==> config.mk <==
export PLATFORM = sky130hd
export DESIGN_NAME = serial_port_bus
export DESIGN_NICKNAME = d
export VERILOG_FILES = /design/src/rtl/serial_pkg.sv /design/src/rtl/serial_rx.sv /design/src/rtl/serial_tx.sv /design/src/rtl/serial_flags.sv /design/src/rtl/serial_port_bus.sv
export SDC_FILE = /design/constraint.sdc
export NUM_CORES = 1
export LEC_CHECK = 0
export BUFFER_PORTS_ARGS = -buffer_cell sky130_fd_sc_hd__buf_2
export CAP_MARGIN = 40
export CORE_MARGIN = 1.5
export CORE_UTILIZATION = 60
export CTS_BUF_LIST = sky130_fd_sc_hd__clkbuf_8
export CTS_CLUSTER_SIZE = 30
export DETAILED_ROUTE_END_ITERATION = 10
export PLACE_DENSITY = 0.9
export SLEW_MARGIN = 40
export SYNTH_ARGS = -nofsm -noshare
export SYNTH_HDL_FRONTEND = slang
export SYNTH_SLANG_ARGS = --single-unit
==> constraint.sdc <==
create_clock -name clk -period 4.2 [get_ports clk]
set_input_delay 0.84 -clock clk [delete_from_list [all_inputs] [get_ports clk]]
set_output_delay 0.84 -clock clk [all_outputs]
set_load 0.05 [all_outputs]
==> src/rtl/serial_pkg.sv <==
// Shared constants and types for the bus serial port.
// Assumes a one-bit register address and an 8-bit data path.
package serial_pkg;
    localparam int DATA_W     = 8;
    localparam int FRAME_BITS = DATA_W + 2;
    localparam logic ADDR_DATA = 1'b0;
    localparam logic ADDR_STAT = 1'b1;
    localparam int STAT_TX_EMPTY = 7;
    localparam int STAT_RX_FULL  = 0;

    typedef enum logic [1:0] {
        RX_IDLE  = 2'd0,
        RX_START = 2'd1,
        RX_DATA  = 2'd2,
        RX_STOP  = 2'd3
    } rx_state_t;
endpackage

==> src/rtl/serial_rx.sv <==
// Receiver: synchronises the line, waits for a falling edge and checks the
// start bit at mid-bit, where a high line means a glitch and a return to idle.
// It then samples eight data bits and the stop bit at their mid-points and
// pulses byte_ok for one cycle when the stop bit is high.
// Assumes BIT_CLKS >= 4.
module serial_rx
    import serial_pkg::*;
#(
    parameter int BIT_CLKS = 32
) (
    input  logic              clk,
    input  logic              rst_n,
    input  logic              line_in,
    output logic              byte_ok,
    output logic [DATA_W-1:0] byte_out
);
    localparam int CNT_W  = $clog2(BIT_CLKS);
    localparam int IDX_W  = $clog2(DATA_W);
    localparam logic [CNT_W-1:0] FULL_M1 = CNT_W'(BIT_CLKS - 1);
    localparam logic [CNT_W-1:0] HALF_M1 = CNT_W'(BIT_CLKS / 2 - 1);

    logic [1:0]        sync_q;
    logic              line;
    rx_state_t         state;
    logic [CNT_W-1:0]  cnt;
    logic [IDX_W-1:0]  idx;
    logic [DATA_W-1:0] shreg;

    assign line = sync_q[1];

    // Two-stage synchroniser for the asynchronous line, resetting to idle-high.
    always_ff @(posedge clk) begin
        if (!rst_n) sync_q <= 2'b11;
        else        sync_q <= {sync_q[0], line_in};
    end

    // Frame state machine with the mid-bit sampling counter.
    always_ff @(posedge clk) begin
        if (!rst_n) begin
            state    <= RX_IDLE;
            cnt      <= '0;
            idx      <= '0;
            shreg    <= '0;
            byte_ok  <= 1'b0;
            byte_out <= '0;
        end else begin
            byte_ok <= 1'b0;
            case (state)
                RX_IDLE: begin
                    if (!line) begin
                        cnt   <= HALF_M1;
                        state <= RX_START;
                    end
                end
                RX_START: begin
                    if (cnt != '0) begin
                        cnt <= cnt - 1'b1;
                    end else if (line) begin
                        state <= RX_IDLE;
                    end else begin
                        cnt   <= FULL_M1;
                        idx   <= '0;
                        state <= RX_DATA;
                    end
                end
                RX_DATA: begin
                    if (cnt != '0) begin
                        cnt <= cnt - 1'b1;
                    end else begin
                        shreg <= {line, shreg[DATA_W-1:1]};
                        cnt   <= FULL_M1;
                        if (idx == IDX_W'(DATA_W - 1)) state <= RX_STOP;
                        else                           idx   <= idx + 1'b1;
                    end
                end
                RX_STOP: begin
                    if (cnt != '0) begin
                        cnt <= cnt - 1'b1;
                    end else begin
                        state <= RX_IDLE;
                        if (line) begin
                            byte_ok  <= 1'b1;
                            byte_out <= shreg;
                        end
                    end
                end
                default: state <= RX_IDLE;
            endcase
        end
    end
endmodule

==> src/rtl/serial_tx.sv <==
// Transmitter: one holding shift register and no queue. A load while busy is
// ignored. last_bit is high in the final cycle of the stop bit.
// Assumes BIT_CLKS >= 2.
module serial_tx
    import serial_pkg::*;
#(
    parameter int BIT_CLKS = 32
) (
    input  logic              clk,
    input  logic              rst_n,
    input  logic              load,
    input  logic [DATA_W-1:0] load_data,
    output logic              busy,
    output logic              last_bit,
    output logic              line_out
);
    localparam int CNT_W = $clog2(BIT_CLKS);
    localparam int IDX_W = $clog2(FRAME_BITS);
    localparam logic [CNT_W-1:0] FULL_M1 = CNT_W'(BIT_CLKS - 1);

    logic [FRAME_BITS-1:0] frame;
    logic [CNT_W-1:0]      cnt;
    logic [IDX_W-1:0]      idx;

    assign last_bit = busy && (cnt == '0) && (idx == IDX_W'(FRAME_BITS - 1));
    assign line_out = busy ? frame[0] : 1'b1;

    // Loads a frame when idle and shifts one bit out per bit period.
    always_ff @(posedge clk) begin
        if (!rst_n) begin
            busy  <= 1'b0;
            frame <= '1;
            cnt   <= '0;
            idx   <= '0;
        end else if (!busy) begin
            if (load) begin
                frame <= {1'b1, load_data, 1'b0};
                busy  <= 1'b1;
                cnt   <= FULL_M1;
                idx   <= '0;
            end
        end else if (cnt != '0) begin
            cnt <= cnt - 1'b1;
        end else if (last_bit) begin
            busy <= 1'b0;
        end else begin
            frame <= {1'b1, frame[FRAME_BITS-1:1]};
            idx   <= idx + 1'b1;
            cnt   <= FULL_M1;
        end
    end
endmodule

==> src/rtl/serial_flags.sv <==
// Flag and interrupt logic: keeps the received byte and the receive-full
// flag. It raises one pending bit per flag on that flag's 0-to-1 change, and
// a set wins over a clear in the same cycle.
// Assumes every access strobe lasts one cycle.
module serial_flags
    import serial_pkg::*;
(
    input  logic              clk,
    input  logic              rst_n,
    input  logic              rx_ok,
    input  logic [DATA_W-1:0] rx_byte,
    input  logic              tx_last,
    input  logic              data_rd,
    input  logic              data_wr,
    input  logic              stat_wr,
    output logic              rx_full,
    output logic [DATA_W-1:0] rx_hold,
    output logic              irq
);
    logic rx_pend;
    logic tx_pend;

    assign irq = rx_pend | tx_pend;

    // Receive holding register and full flag; a new byte overwrites the old.
    always_ff @(posedge clk) begin
        if (!rst_n) begin
            rx_full <= 1'b0;
            rx_hold <= '0;
        end else if (rx_ok) begin
            rx_full <= 1'b1;
            rx_hold <= rx_byte;
        end else if (data_rd) begin
            rx_full <= 1'b0;
        end
    end

    // Receive request: set on empty-to-full, cleared by a data read or status write.
    always_ff @(posedge clk) begin
        if (!rst_n)                 rx_pend <= 1'b0;
        else if (rx_ok && !rx_full) rx_pend <= 1'b1;
        else if (data_rd || stat_wr) rx_pend <= 1'b0;
    end

    // Transmit request: set as the stop bit ends, cleared by any register write.
    always_ff @(posedge clk) begin
        if (!rst_n)                  tx_pend <= 1'b0;
        else if (tx_last)            tx_pend <= 1'b1;
        else if (data_wr || stat_wr) tx_pend <= 1'b0;
    end
endmodule

==> src/rtl/serial_port_bus.sv <==
// Top of the bus serial port: decodes the two registers and connects the
// receiver, the transmitter and the flag logic. Reads are combinational.
// Assumes a one-cycle bus_sel strobe for each access.
module serial_port_bus
    import serial_pkg::*;
#(
    parameter int BIT_CLKS = 32
) (
    input  logic       clk,
    input  logic       rst_n,
    input  logic       bus_sel,
    input  logic       bus_wr,
    input  logic       bus_addr,
    input  logic [7:0] bus_wdata,
    output logic [7:0] bus_rdata,
    input  logic       rxd,
    output logic       txd,
    output logic       irq
);
    logic              data_rd, data_wr, stat_wr;
    logic              rx_ok, rx_full, tx_busy, tx_last;
    logic [DATA_W-1:0] rx_byte, rx_hold;
    logic [7:0]        stat_word;

    assign data_rd = bus_sel && !bus_wr && (bus_addr == ADDR_DATA);
    assign data_wr = bus_sel &&  bus_wr && (bus_addr == ADDR_DATA);
    assign stat_wr = bus_sel &&  bus_wr && (bus_addr == ADDR_STAT);

    // Builds the status word from the two flags.
    always_comb begin
        stat_word                = '0;
        stat_word[STAT_TX_EMPTY] = !tx_busy;
        stat_word[STAT_RX_FULL]  = rx_full;
    end

    assign bus_rdata = (bus_addr == ADDR_STAT) ? stat_word : rx_hold;

    serial_rx #(.BIT_CLKS(BIT_CLKS)) u_rx (
        .clk      (clk),
        .rst_n    (rst_n),
        .line_in  (rxd),
        .byte_ok  (rx_ok),
        .byte_out (rx_byte)
    );

    serial_tx #(.BIT_CLKS(BIT_CLKS)) u_tx (
        .clk       (clk),
        .rst_n     (rst_n),
        .load      (data_wr),
        .load_data (bus_wdata),
        .busy      (tx_busy),
        .last_bit  (tx_last),
        .line_out  (txd)
    );

    serial_flags u_flags (
        .clk     (clk),
        .rst_n   (rst_n),
        .rx_ok   (rx_ok),
        .rx_byte (rx_byte),
        .tx_last (tx_last),
        .data_rd (data_rd),
        .data_wr (data_wr),
        .stat_wr (stat_wr),
        .rx_full (rx_full),
        .rx_hold (rx_hold),
        .irq     (irq)
    );
endmodule

=== Yosys cells after proc, flatten, opt, wreduce, memory -nomap -nowiden ===
Cells that the tools add are included.

* Flip-flop bits (word level): 60
* Output and inout bits: 10

* Reduce and logical (&&, ||, !) cells: 30
* Bitwise gates (word level): 5
* Add/sub/neg operators: 4
* Multiplexer cells: 43
* Eq/ne operators: 17

{| class="wikitable"
|+ Operator list
! cell !! count
|-
| two-way mux 5 bit || 9
|-
| two-way mux 10 bit || 4
|-
| one-hot mux 5 bit (4 select lines) || 1
|-
| two-way mux 4 bit || 4
|-
| != test 2 bit (second input constant) || 8
|-
| two-way mux 1 bit || 12
|-
| two-way mux 2 bit || 6
|-
| two-way mux 3 bit || 4
|-
| AND reduction 5 bit || 2
|-
| nonzero test 2 bit || 5
|-
| nonzero test 5 bit || 2
|-
| subtractor 5 x 1 -> 5 bit (second input constant) || 2
|-
| AND reduction 3 bit || 3
|-
| logical AND 1 bit || 8
|-
| two-way mux 8 bit || 1
|-
| one-hot mux 2 bit (4 select lines) || 1
|-
| != test 3 bit (second input constant) || 2
|-
| one-hot mux 3 bit (2 select lines) || 1
|-
| zero test 5 bit || 1
|-
| adder 4 x 1 -> 4 bit (second input constant) || 1
|-
| == test 2 bit (second input constant) || 2
|-
| == test 4 bit (second input constant) || 1
|-
| != test 2 x 1 -> 1 bit (second input constant) || 2
|-
| NOT 1 bit || 4
|-
| 9 further kinds || 13
|}

=== Depth between registers and ports, before layout ===
Gate-level depths: netlist (run 1).

* Depth in word-level cells: 6
* Mapped depth: 8
* Mapped depth without buffers: 6

=== Modules after synthesis ===
A second synthesis (run 1) with hierarchy kept.

* Cell total of the unflattened synthesis: 316
* Area total of the unflattened synthesis: 2914.0 sq um

{| class="wikitable"
|+ By module, submodules not included
! module !! area each (sq um) !! cells each !! instances
|-
| serial_rx || 1372.6 || 149 || 1
|-
| serial_tx || 997.2 || 117 || 1
|-
| serial_flags || 430.4 || 37 || 1
|-
| serial_port_bus || 113.9 || 13 || 1
|}

=== Worst setup path after synthesis (run 1) ===
OpenSTA, ideal clock, no wires.

* Path kind: input to output
* From: in bus_addr
* To: out bus_rdata[7]
* Required time: 3.360 ns
* Data arrival time: 1.931 ns
* Stages on the path: 3
* Path slack: 1.429 ns
* Buffers on the path: 1
* Cell sequence: clkbuf_1 -> nor2_1 -> a21oi_1

* Longest elaborated chain between the ends: 1

{| class="wikitable"
|+ Ends and longest elaborated chain
! element !! RTL line !! RTL
|-
| from (decl) || serial_port_bus.sv:13 || <nowiki>input logic bus_addr,</nowiki>
|-
| two-way mux 8 bit || serial_port_bus.sv:36 || <nowiki>assign bus_rdata = (bus_addr == ADDR_STAT) ? stat_word : rx_hold;</nowiki>
|-
| to (decl) || serial_port_bus.sv:15 || <nowiki>output logic [7:0] bus_rdata,</nowiki>
|}

No other way between the ends.

=== Worst setup path after layout (run 1) ===
* From: in bus_addr
* To: out bus_rdata[0]

The elaborated chain is that of the path after synthesis.

==> results of run 1 <==
-- per-layer routing --
metal	share of wire	up-vias	global-route usage
li1	-	1173	-
met1	0.45	1119	0.281
met2	0.49	52	0.399
met3	0.042	6	0.0954
met4	0.0091	0	0.0776
met5	0	-	0
-- worst paths after layout --
| kind | depth (start not counted) | end | slack, ps | from |
|---|---|---|---|---|
| min | 1 | u_rx.sync_q[1] | 410 | u_rx.sync_q[0] |
| max reg2reg | 4 | u_tx.cnt[3] | 2000 | u_tx.busy |
| max | 3 | bus_rdata[0] | 1740 | bus_addr |
| min reg2reg | 1 | u_rx.sync_q[1] | 410 | u_rx.sync_q[0] |
-- critical path: cells and delay by family --
family   cells  cell delay (ps)
buf+inv      2              420
mux          1              360
-- Yosys cell counts, drive strengths merged, types with 5 or more instances --
cell | instances | area, µm²
a211oi | 9 | 72.6
a21oi | 29 | 145
clkbuf | 11 | 41.3
dfxtp | 59 | 1180
ha | 12 | 150
inv | 12 | 45.0
mux2i | 10 | 100
nand2 | 38 | 143
nand2b | 5 | 31.3
nand3 | 11 | 55.1
nor2 | 41 | 156
nor2b | 16 | 100
nor3 | 6 | 30.0
o21ai | 17 | 85.1
-- kinds of logic (layout without fill, tap and decap cells) --
group	after synthesis	after routing	share of synthesized area
mux	11	11	0.0399
fa+ha+maj	12	12	0.0538
compound gates	81	81	0.198
buf+inv	28	53	0.0440
simple gates	133	133	0.234
flops	59	59	0.424
xor+xnor	2	2	0.00628
-- report_power, final --
part | switching [mW] | internal [mW]
sequential | 0.0336 | 0.584
combinational | 0.140 | 0.0892
clock | 0.230 | 0.271
total | 0.403 | 0.945
-- cell type report --
type,instances,area (µm²)
clock inverters,7,70.1
fillers,354,1320
inverters,13,48.8
repair buffers,24,123
multi-input cells,239,1490
flip-flops and latches,59,1180
clock buffers,9,124
well taps,52,65.1
-- through the flow --
step / hold WS [ps] / instances / instance area, µm² / total power, mW
finish: 407 / 403 / 3100 / 1.35
global route: 430 / 403 / 3100 / 1.41
CTS: 407 / 403 / 3100 / 1.36
detailed placement: 392 / 387 / 2900 / 0.854
global placement: 389 / 387 / 2900 / 0.844
floorplan: 386 / 326 / 2790 / 0.812
-- registers in the layout (all words and copies together) (netlist names), named ones only --
register	count
u_rx.cnt	5
u_tx.cnt	5
u_tx.busy	1
u_flags.rx_hold	8
u_flags.rx_pend	1
u_rx.idx	3
u_rx.sync_q	2
u_rx.byte_ok	1
u_tx.idx	4
u_rx.shreg	8
u_tx.frame	9
u_flags.rx_full	1
u_rx.byte_out	8
u_flags.tx_pend	1
u_rx.state	1
-- cell usage in the layout, fill, tap and decap left out, types with 2 or more instances in the layout --
cell / n
nor3_1: 6
a31oi_1: 2
nand4_1: 2
inv_1: 13
clkbuf_8: 9
nand2_1: 38
o21ai_1: 7
nor2_1: 40
mux2i_1: 10
a22oi_1: 2
dfxtp_1: 59
o21ai_0: 10
nor2b_1: 16
nand2b_1: 5
and3b_1: 2
a21boi_0: 2
nand3_1: 11
a211oi_1: 8
o22ai_1: 4
buf_2: 23
or2_2: 3
a21oi_1: 29
ha_1: 12
clkinvlp_4: 3
==> results.py, run 1 <==
metrics = {
    "outcome": {
        "status": "complete, no violations",
    },
    "synth": {
        "yosysWarnings": 0,
        "syn_area_per_cell_um2": 8.55,
        "ys_seq_area_frac": 0.424,
        "synthFlopType": "dfxtp_1",
        "synth_edf_count": 0,
        "ys_seq_elements": 59,
        "postSynthCellCount": 326,
        "synth_nets": 352,
        "yosysUniqueCellTypes": 55,
        "syn-cell-area_um2": 2790,
        "synth-async-reset-ratio": 0,
    },
    "worst_hold_path": {
        "holdCritPathClass": "reg -> reg",
    },
    "setup_path": {
        "path_class": "in -> out",
        "crit_fanout": 13,
        "critPathArrivalTime_ps": 1620,
        "crit_path_max_incr_delay_ps": 360,
        "cp_common_cell": "buf_2",
        "setup.worst_path.end_class": "output port",
        "start_kind": "input pin",
        "slowest_stage": "mux2_2",
        "crit_chain": "buf_2 > mux2_2 > buf_2",
        "required_ps": 3360,
    },
    "layout": {
        "fin_util": 0.702,
        "syn_to_final_growth_pct": 11.0,
        "nNetsFinal": 372,
        "antenna_cells_inserted": 0,
        "drive_gt1_frac": 0.148,
    },
    "placement": {
        "place_hpwl_mm": 3.67,
        "port_buffers": 23,
        "routabilityCongestion": 0.826,
        "dpl_worst_slack_ps": 1740,
    },
    "cts": {
        "cts_buffers": 9,
        "clk_path_buf_depth": 2,
        "cts_setup_buffers": 0,
        "cts_hold_buf": 0,
        "cts_root_buf": "clkbuf_8",
        "clk_latency_ps": 340,
        "clkSlewWorstSetupHoldPaths_ps": 60,
        "cts_resized": 0,
        "cts_tree": "done",
        "htreeDepth": 3,
        "clock-sinks": 59,
    },
    "detailed_routing": {
        "ant_nets": 0,
        "drt_wl_total_mm": 5.58,
        "vias_per_cell": 5.83,
        "wl_per_cell_um": 13.8,
        "num_vias": 2350,
        "first_iter_violations": 135,
        "post-route-drc-count": 0,
        "drt_pass1_iterations": 4,
    },
    "timing": {
        "final.setup.worst_slack_ps": 1740,
        "finalCriticalPeriod_ps": 2460,
        "finalClockSkew_ps": 8.51,
        "setup_viol": 0,
        "relSlewSlack": 0.478,
        "rsz0062_at_grt": "false",
        "worstMarginPinSlew_ps": 783,
        "setup_tns_ps": 0,
        "hold_viol": 0,
        "final_max_slew_viol_count": 0,
        "maxClockFrequency_ghz": 0.407,
        "finalCritPeriodShare": 0.585,
    },
    "floorplan": {
        "die_x_um": 71.2,
        "io_pins": 24,
        "fp.dieH_um": 71.2,
        "fp-row-count": 24,
        "initial_core_util": 0.632,
        "core_area_um2": 4410,
        "dieArea_um2": 5070,
    },
    "global_route": {
        "antenna_found_initial": 0,
        "grt_pass1_vias": 2229,
        "grt_start_max_net_pins": 31,
        "grt_use_total": 0.239,
        "overflow": 0,
        "grt_pass1_wl_mm": 9.64,
    },
    "pwr": {
        "ir_drop_mv": 0.294,
        "leakagePower_nw": 1.18,
        "power_density_nw_per_um2": 435,
    },
    "flow_run": {
        "cap_violations": 0,
    },
}
Note: power is estimated with default switching activity, not from simulation.
==> run 2, diff against run 1 <==
--- a/config.mk
+++ b/config.mk
@@ -8,11 +8,11 @@
 export BUFFER_PORTS_ARGS = -buffer_cell sky130_fd_sc_hd__buf_2
 export CAP_MARGIN = 40
 export CORE_MARGIN = 1.5
-export CORE_UTILIZATION = 60
+export CORE_UTILIZATION = 55
 export CTS_BUF_LIST = sky130_fd_sc_hd__clkbuf_8
 export CTS_CLUSTER_SIZE = 30
 export DETAILED_ROUTE_END_ITERATION = 10
-export PLACE_DENSITY = 0.9
+export PLACE_DENSITY = 0.87
 export SLEW_MARGIN = 40
 export SYNTH_ARGS = -nofsm -noshare
 export SYNTH_HDL_FRONTEND = slang
==> constraint.sdc (replaced) <==
create_clock -name clk -period 2.05 [get_ports clk]
set_input_delay 0.41 -clock clk [delete_from_list [all_inputs] [get_ports clk]]
set_output_delay 0.41 -clock clk [all_outputs]
set_load 0.05 [all_outputs]
==> results.py, run 2 (synthesis gave the netlist of run 1 again) <==
metrics = {
    "cts": {
        "cts_setup_buffers": 0,
        "cts_tree": "done",
        "cts_buffers": 9,
        "htreeDepth": 3,
        "clock-sinks": 59,
        "clk_path_buf_depth": 2,
        "cts_root_buf": "clkbuf_8",
        "clkSlewWorstSetupHoldPaths_ps": 60,
        "clk_latency_ps": 350,
    },
    "placement": {
        "dpl.cell_count": 411,
        "dpl_worst_slack_ps": 136,
        "place_hpwl_mm": 3.82,
        "routabilityCongestion": 0.861,
        "port_buffers": 23,
    },
    "setup_path": {
        "start_kind": "flip-flop",
        "required_ps": 2290,
        "cp_num_buf_inv": 2,
        "cp_top_family": "compound AO/OA/AOI/OAI gates",
        "crit_path_max_incr_delay_ps": 370,
        "setup.worst_path.end_class": "flip-flop",
        "critPathArrivalTime_ps": 2140,
        "crit_chain": "inv_1 > ha_1 > or3b_1 > buf_4 > o32ai_4 > nor2_2 > a221oi_2",
        "path_class": "reg -> reg",
        "slowest_stage": "or3b_1",
        "crit_fanout": 5,
    },
    "timing": {
        "setup_tns_ps": 0,
        "final_max_slew_viol_count": 0,
        "worstMarginPinSlew_ps": 523,
        "finalCritPeriodShare": 0.926,
        "rsz0062_at_grt": "false",
        "hold_viol": 0,
        "maxClockFrequency_ghz": 0.527,
        "setup_viol": 0,
        "relSlewSlack": 0.651,
        "final.setup.worst_slack_ps": 151,
        "finalCriticalPeriod_ps": 1900,
        "finalClockSkew_ps": 15.2,
        "fin_worst_hold_slack_ps": 250,
    },
    "layout": {
        "final_common_cell": "dfxtp_1",
        "final_cell_mix": "dfxtp_1, nor2_1, nand2_1",
        "nNetsFinal": 381,
        "syn_to_final_growth_pct": 15.2,
        "drive_gt1_frac": 0.172,
        "antenna_cells_inserted": 0,
        "fin_cells": 427,
        "largest_register_ffs": 9,
        "top_register": "u_tx.frame",
    },
    "detailed_routing": {
        "wl_per_cell_um": 12.7,
        "post-route-drc-count": 0,
        "drt_pass1_iterations": 4,
        "ant_nets": 0,
        "num_vias": 2331,
        "drt_wl_total_mm": 5.41,
        "vias_per_cell": 5.46,
        "first_iter_violations": 183,
    },
    "global_route": {
        "grt_pass1_vias": 2116,
        "overflow": 0,
        "grt_start_max_net_pins": 23,
        "antenna_found_initial": 0,
        "grt_use_total": 0.218,
        "grt_pass1_wl_mm": 9.11,
    },
    "floorplan": {
        "core_area_um2": 4820,
        "fp-row-count": 25,
        "initial_core_util": 0.579,
        "die_x_um": 74.2,
        "io_pins": 24,
        "dieArea_um2": 5510,
        "fp.dieH_um": 74.2,
    },
    "worst_hold_path": {
        "holdCritPathClass": "in -> reg",
    },
    "outcome": {
        "status": "complete, no violations",
    },
    "pwr": {
        "leakagePower_nw": 1.25,
        "ir_drop_mv": 0.493,
        "power_density_nw_per_um2": 918,
    },
    "flow_run": {
        "cap_violations": 0,
    },
}
run 2: changes by cell type in the layout (fill, tap and decap cells not counted), sizes merged:
cell | before | now
buf | 24 | 33
clkinvlp | 3 | 0
bufinv | 1 | 2
clkinv | 3 | 5
run 2: worst paths after layout:
path | start | to | slack, ps | cells after the start
max | u_tx.cnt[1] | u_tx.cnt[1] | 150 | 7
min | rxd | u_rx.sync_q[0] | 250 | 2
min reg2reg | u_rx.sync_q[0] | u_rx.sync_q[1] | 410 | 1
max reg2reg | u_tx.cnt[1] | u_tx.cnt[1] | 150 | 7
run 2: timing repair:
action                     CTS  global route
gates resized for setup      0             1
setup endpoints to repair    0             3
hold buffers                 0             0
hold endpoints to repair     0             0
run 2: worst reg2reg max path: stages (launching register included):
cell and delay [ps]:
dfxtp_1 310, inv_1 100, ha_1 180, or3b_1 370
buf_4 170, o32ai_4 340, nor2_2 110, a221oi_2 230
run 2: per-stage QoR:
step | util | instance area (µm²) | power (mW)
floorplan | - | 2790 | 1.66
global placement | 0.621 | 2990 | 1.77
detailed placement | 0.621 | 2990 | 1.79
finish | 0.667 | 3210 | 2.95
global route | 0.667 | 3210 | 3.08
CTS | 0.667 | 3210 | 2.95
run 2: layer usage:
metal  GRT usage  vias to the layer above  wire [µm]
met3      0.0691                        6        217
li1            -                     1202          -
met1       0.273                     1070       2490
met4      0.0889                        0         76
met5           0                        -          0
met2       0.350                       53       2630
run 2: power by group:
group / internal [mW] / switching [mW] / total (mW)
combinational: 0.212 / 0.297 / 0.509
sequential: 1.20 / 0.0621 / 1.26
clock: 0.692 / 0.488 / 1.18
run 2: area by class of cell:
cell class              instances  area, µm²
clock buffers                   9        124
clock inverters                 7        100
fillers                       387       1600
inverters                      13       48.8
multi-input cells             239       1490
flip-flops and latches         59       1180
well taps                      67       83.8
repair buffers                 33        190
==> run 3, diff against run 2 <==
--- a/config.mk
+++ b/config.mk
@@ -8,11 +8,11 @@
 export BUFFER_PORTS_ARGS = -buffer_cell sky130_fd_sc_hd__buf_2
 export CAP_MARGIN = 40
 export CORE_MARGIN = 1.5
-export CORE_UTILIZATION = 55
+export CORE_UTILIZATION = 60
 export CTS_BUF_LIST = sky130_fd_sc_hd__clkbuf_8
 export CTS_CLUSTER_SIZE = 30
 export DETAILED_ROUTE_END_ITERATION = 10
-export PLACE_DENSITY = 0.87
+export PLACE_DENSITY = 0.9
 export SLEW_MARGIN = 40
 export SYNTH_ARGS = -nofsm -noshare
 export SYNTH_HDL_FRONTEND = slang
==> constraint.sdc (replaced) <==
create_clock -name clk -period 2.25 [get_ports clk]
set_input_delay 0.45 -clock clk [delete_from_list [all_inputs] [get_ports clk]]
set_output_delay 0.45 -clock clk [all_outputs]
set_load 0.05 [all_outputs]
==> results.py, run 3 (synthesis gave the netlist of run 1 again) <==
metrics = {
    "layout": {
        "final_cell_mix": "dfxtp_1, nor2_1, nand2_1",
        "largest_register_ffs": 9,
        "top_register": "u_tx.frame",
        "fin_area_um2": 3170,
        "fin_util": 0.719,
        "final_common_cell": "dfxtp_1",
        "syn_to_final_growth_pct": 13.8,
        "antenna_cells_inserted": 0,
        "nNetsFinal": 378,
        "drive_gt1_frac": 0.165,
        "fill_cells": 323,
        "fin_cells": 409,
    },
    "detailed_routing": {
        "first_iter_violations": 179,
        "wl_per_cell_um": 14.2,
        "drt_pass1_iterations": 4,
        "post-route-drc-count": 0,
        "vias_per_cell": 5.80,
        "ant_nets": 0,
        "num_vias": 2371,
        "drt_wl_total_mm": 5.82,
    },
    "timing": {
        "final.setup.worst_slack_ps": 157,
        "finalCriticalPeriod_ps": 2090,
        "finalClockSkew_ps": 8.85,
        "hold_viol": 0,
        "worstMarginPinSlew_ps": 543,
        "setup_viol": 0,
        "final_max_slew_viol_count": 0,
        "setup_tns_ps": 0,
        "finalCritPeriodShare": 0.930,
        "relSlewSlack": 0.638,
        "rsz0062_at_grt": "false",
        "maxClockFrequency_ghz": 0.478,
    },
    "placement": {
        "routabilityCongestion": 0.806,
        "dpl.cell_count": 393,
        "placed_cell_area_um2": 2950,
        "port_buffers": 23,
        "dpl_worst_slack_ps": 205,
        "place_hpwl_mm": 3.92,
    },
    "pwr": {
        "leakagePower_nw": 1.22,
        "combPwrFrac": 0.169,
        "p_switching_uw": 782,
        "power_density_nw_per_um2": 846,
        "seqPwrFrac": 0.428,
        "switching_share": 0.291,
        "ir_drop_mv": 0.626,
        "power_frac_clock": 0.403,
        "p_int_mw": 1.90,
    },
    "cts": {
        "cts_root_buf": "clkbuf_8",
        "cts_setup_buffers": 0,
        "cts_buffers": 9,
        "clk_path_buf_depth": 2,
        "cts_resized": 0,
        "clock-sinks": 59,
        "cts_hold_buf": 0,
        "clkSlewWorstSetupHoldPaths_ps": 70,
        "htreeDepth": 3,
        "clk_latency_ps": 330,
        "cts_tree": "done",
    },
    "global_route": {
        "antenna_found_initial": 0,
        "grt_pass1_vias": 2293,
        "overflow": 0,
        "grt_pass1_wl_mm": 10.1,
        "grt_start_max_net_pins": 25,
        "grt_use_total": 0.252,
    },
    "setup_path": {
        "setup.worst_path.end_class": "flip-flop",
        "start_kind": "flip-flop",
        "path_class": "reg -> reg",
        "required_ps": 2490,
        "crit_fanout": 11,
        "critPathArrivalTime_ps": 2330,
    },
    "flow_run": {
        "cap_violations": 0,
    },
    "floorplan": {
        "fp-row-count": 24,
        "initial_core_util": 0.632,
        "core_area_um2": 4410,
        "io_pins": 24,
        "die_x_um": 71.2,
        "fp.dieH_um": 71.2,
        "dieArea_um2": 5070,
    },
    "worst_hold_path": {
        "holdCritPathClass": "in -> reg",
    },
    "outcome": {
        "status": "complete, no violations",
    },
}
## run 3: changes by cell type in the layout (fill, tap and decap cells not counted)
cell	delta
clkinv_4	-1
clkinv_2	-1
o21ai_0	+1
o21ai_1	-1
clkinvlp_4	+2
buf_4	-3
## run 3: metrics by stage
| stage | hold WS (ps) | total power [mW] |
|---|---|---|
| after global placement | 392 | 1.59 |
| after CTS | 299 | 2.69 |
| after global routing | 303 | 2.81 |
| after floorplan | 386 | 1.52 |
| final | 312 | 2.69 |
| after detailed placement | 395 | 1.62 |
## run 3: power groups by stage
stage / combinational (mW) / clock [mW] / sequential, mW
4_1_cts: 0.450 / 1.09 / 1.15
3_3_place_gp: 0.426 / 0 / 1.17
6_report: 0.455 / 1.08 / 1.15
2_1_floorplan: 0.360 / 0 / 1.16
3_5_place_dp: 0.446 / 0 / 1.17
5_1_grt: 0.511 / 1.14 / 1.16
## run 3: worst paths after layout
path             startpoint              to  slack (ps)  cells past startpoint
min reg2reg  u_rx.sync_q[0]  u_rx.sync_q[1]         410                      1
max reg2reg     u_tx.cnt[1]     u_tx.cnt[3]         160                      6
max             u_tx.cnt[1]     u_tx.cnt[3]         160                      6
min                     rxd  u_rx.sync_q[0]         310                      2
## run 3: layout make-up
type,instances,area (µm²),share of cell area
multi-input combinational,239,1490,0.468
clock buffer,9,124,0.0390
timing repair buffer,30,168,0.0528
tap,52,65.1,0.0205
sequential,59,1180,0.372
clock inverter,7,101,0.0319
inverter,13,48.8,0.0154
## run 3: critical path, cell delays in order, from the launching register on
cell and delay, ps:
dfxtp_1 310, inv_1 80, ha_1 180, or3b_1 510
o31a_1 490, o2bb2ai_1 190, a311oi_1 230
## run 3: metal layers
metal,track usage,share of wire,up-vias
met3,0.0812,0.034,8
met4,0.0881,0.015,0
met5,0,0,-
met1,0.301,0.44,1110
met2,0.426,0.51,58
li1,-,-,1195
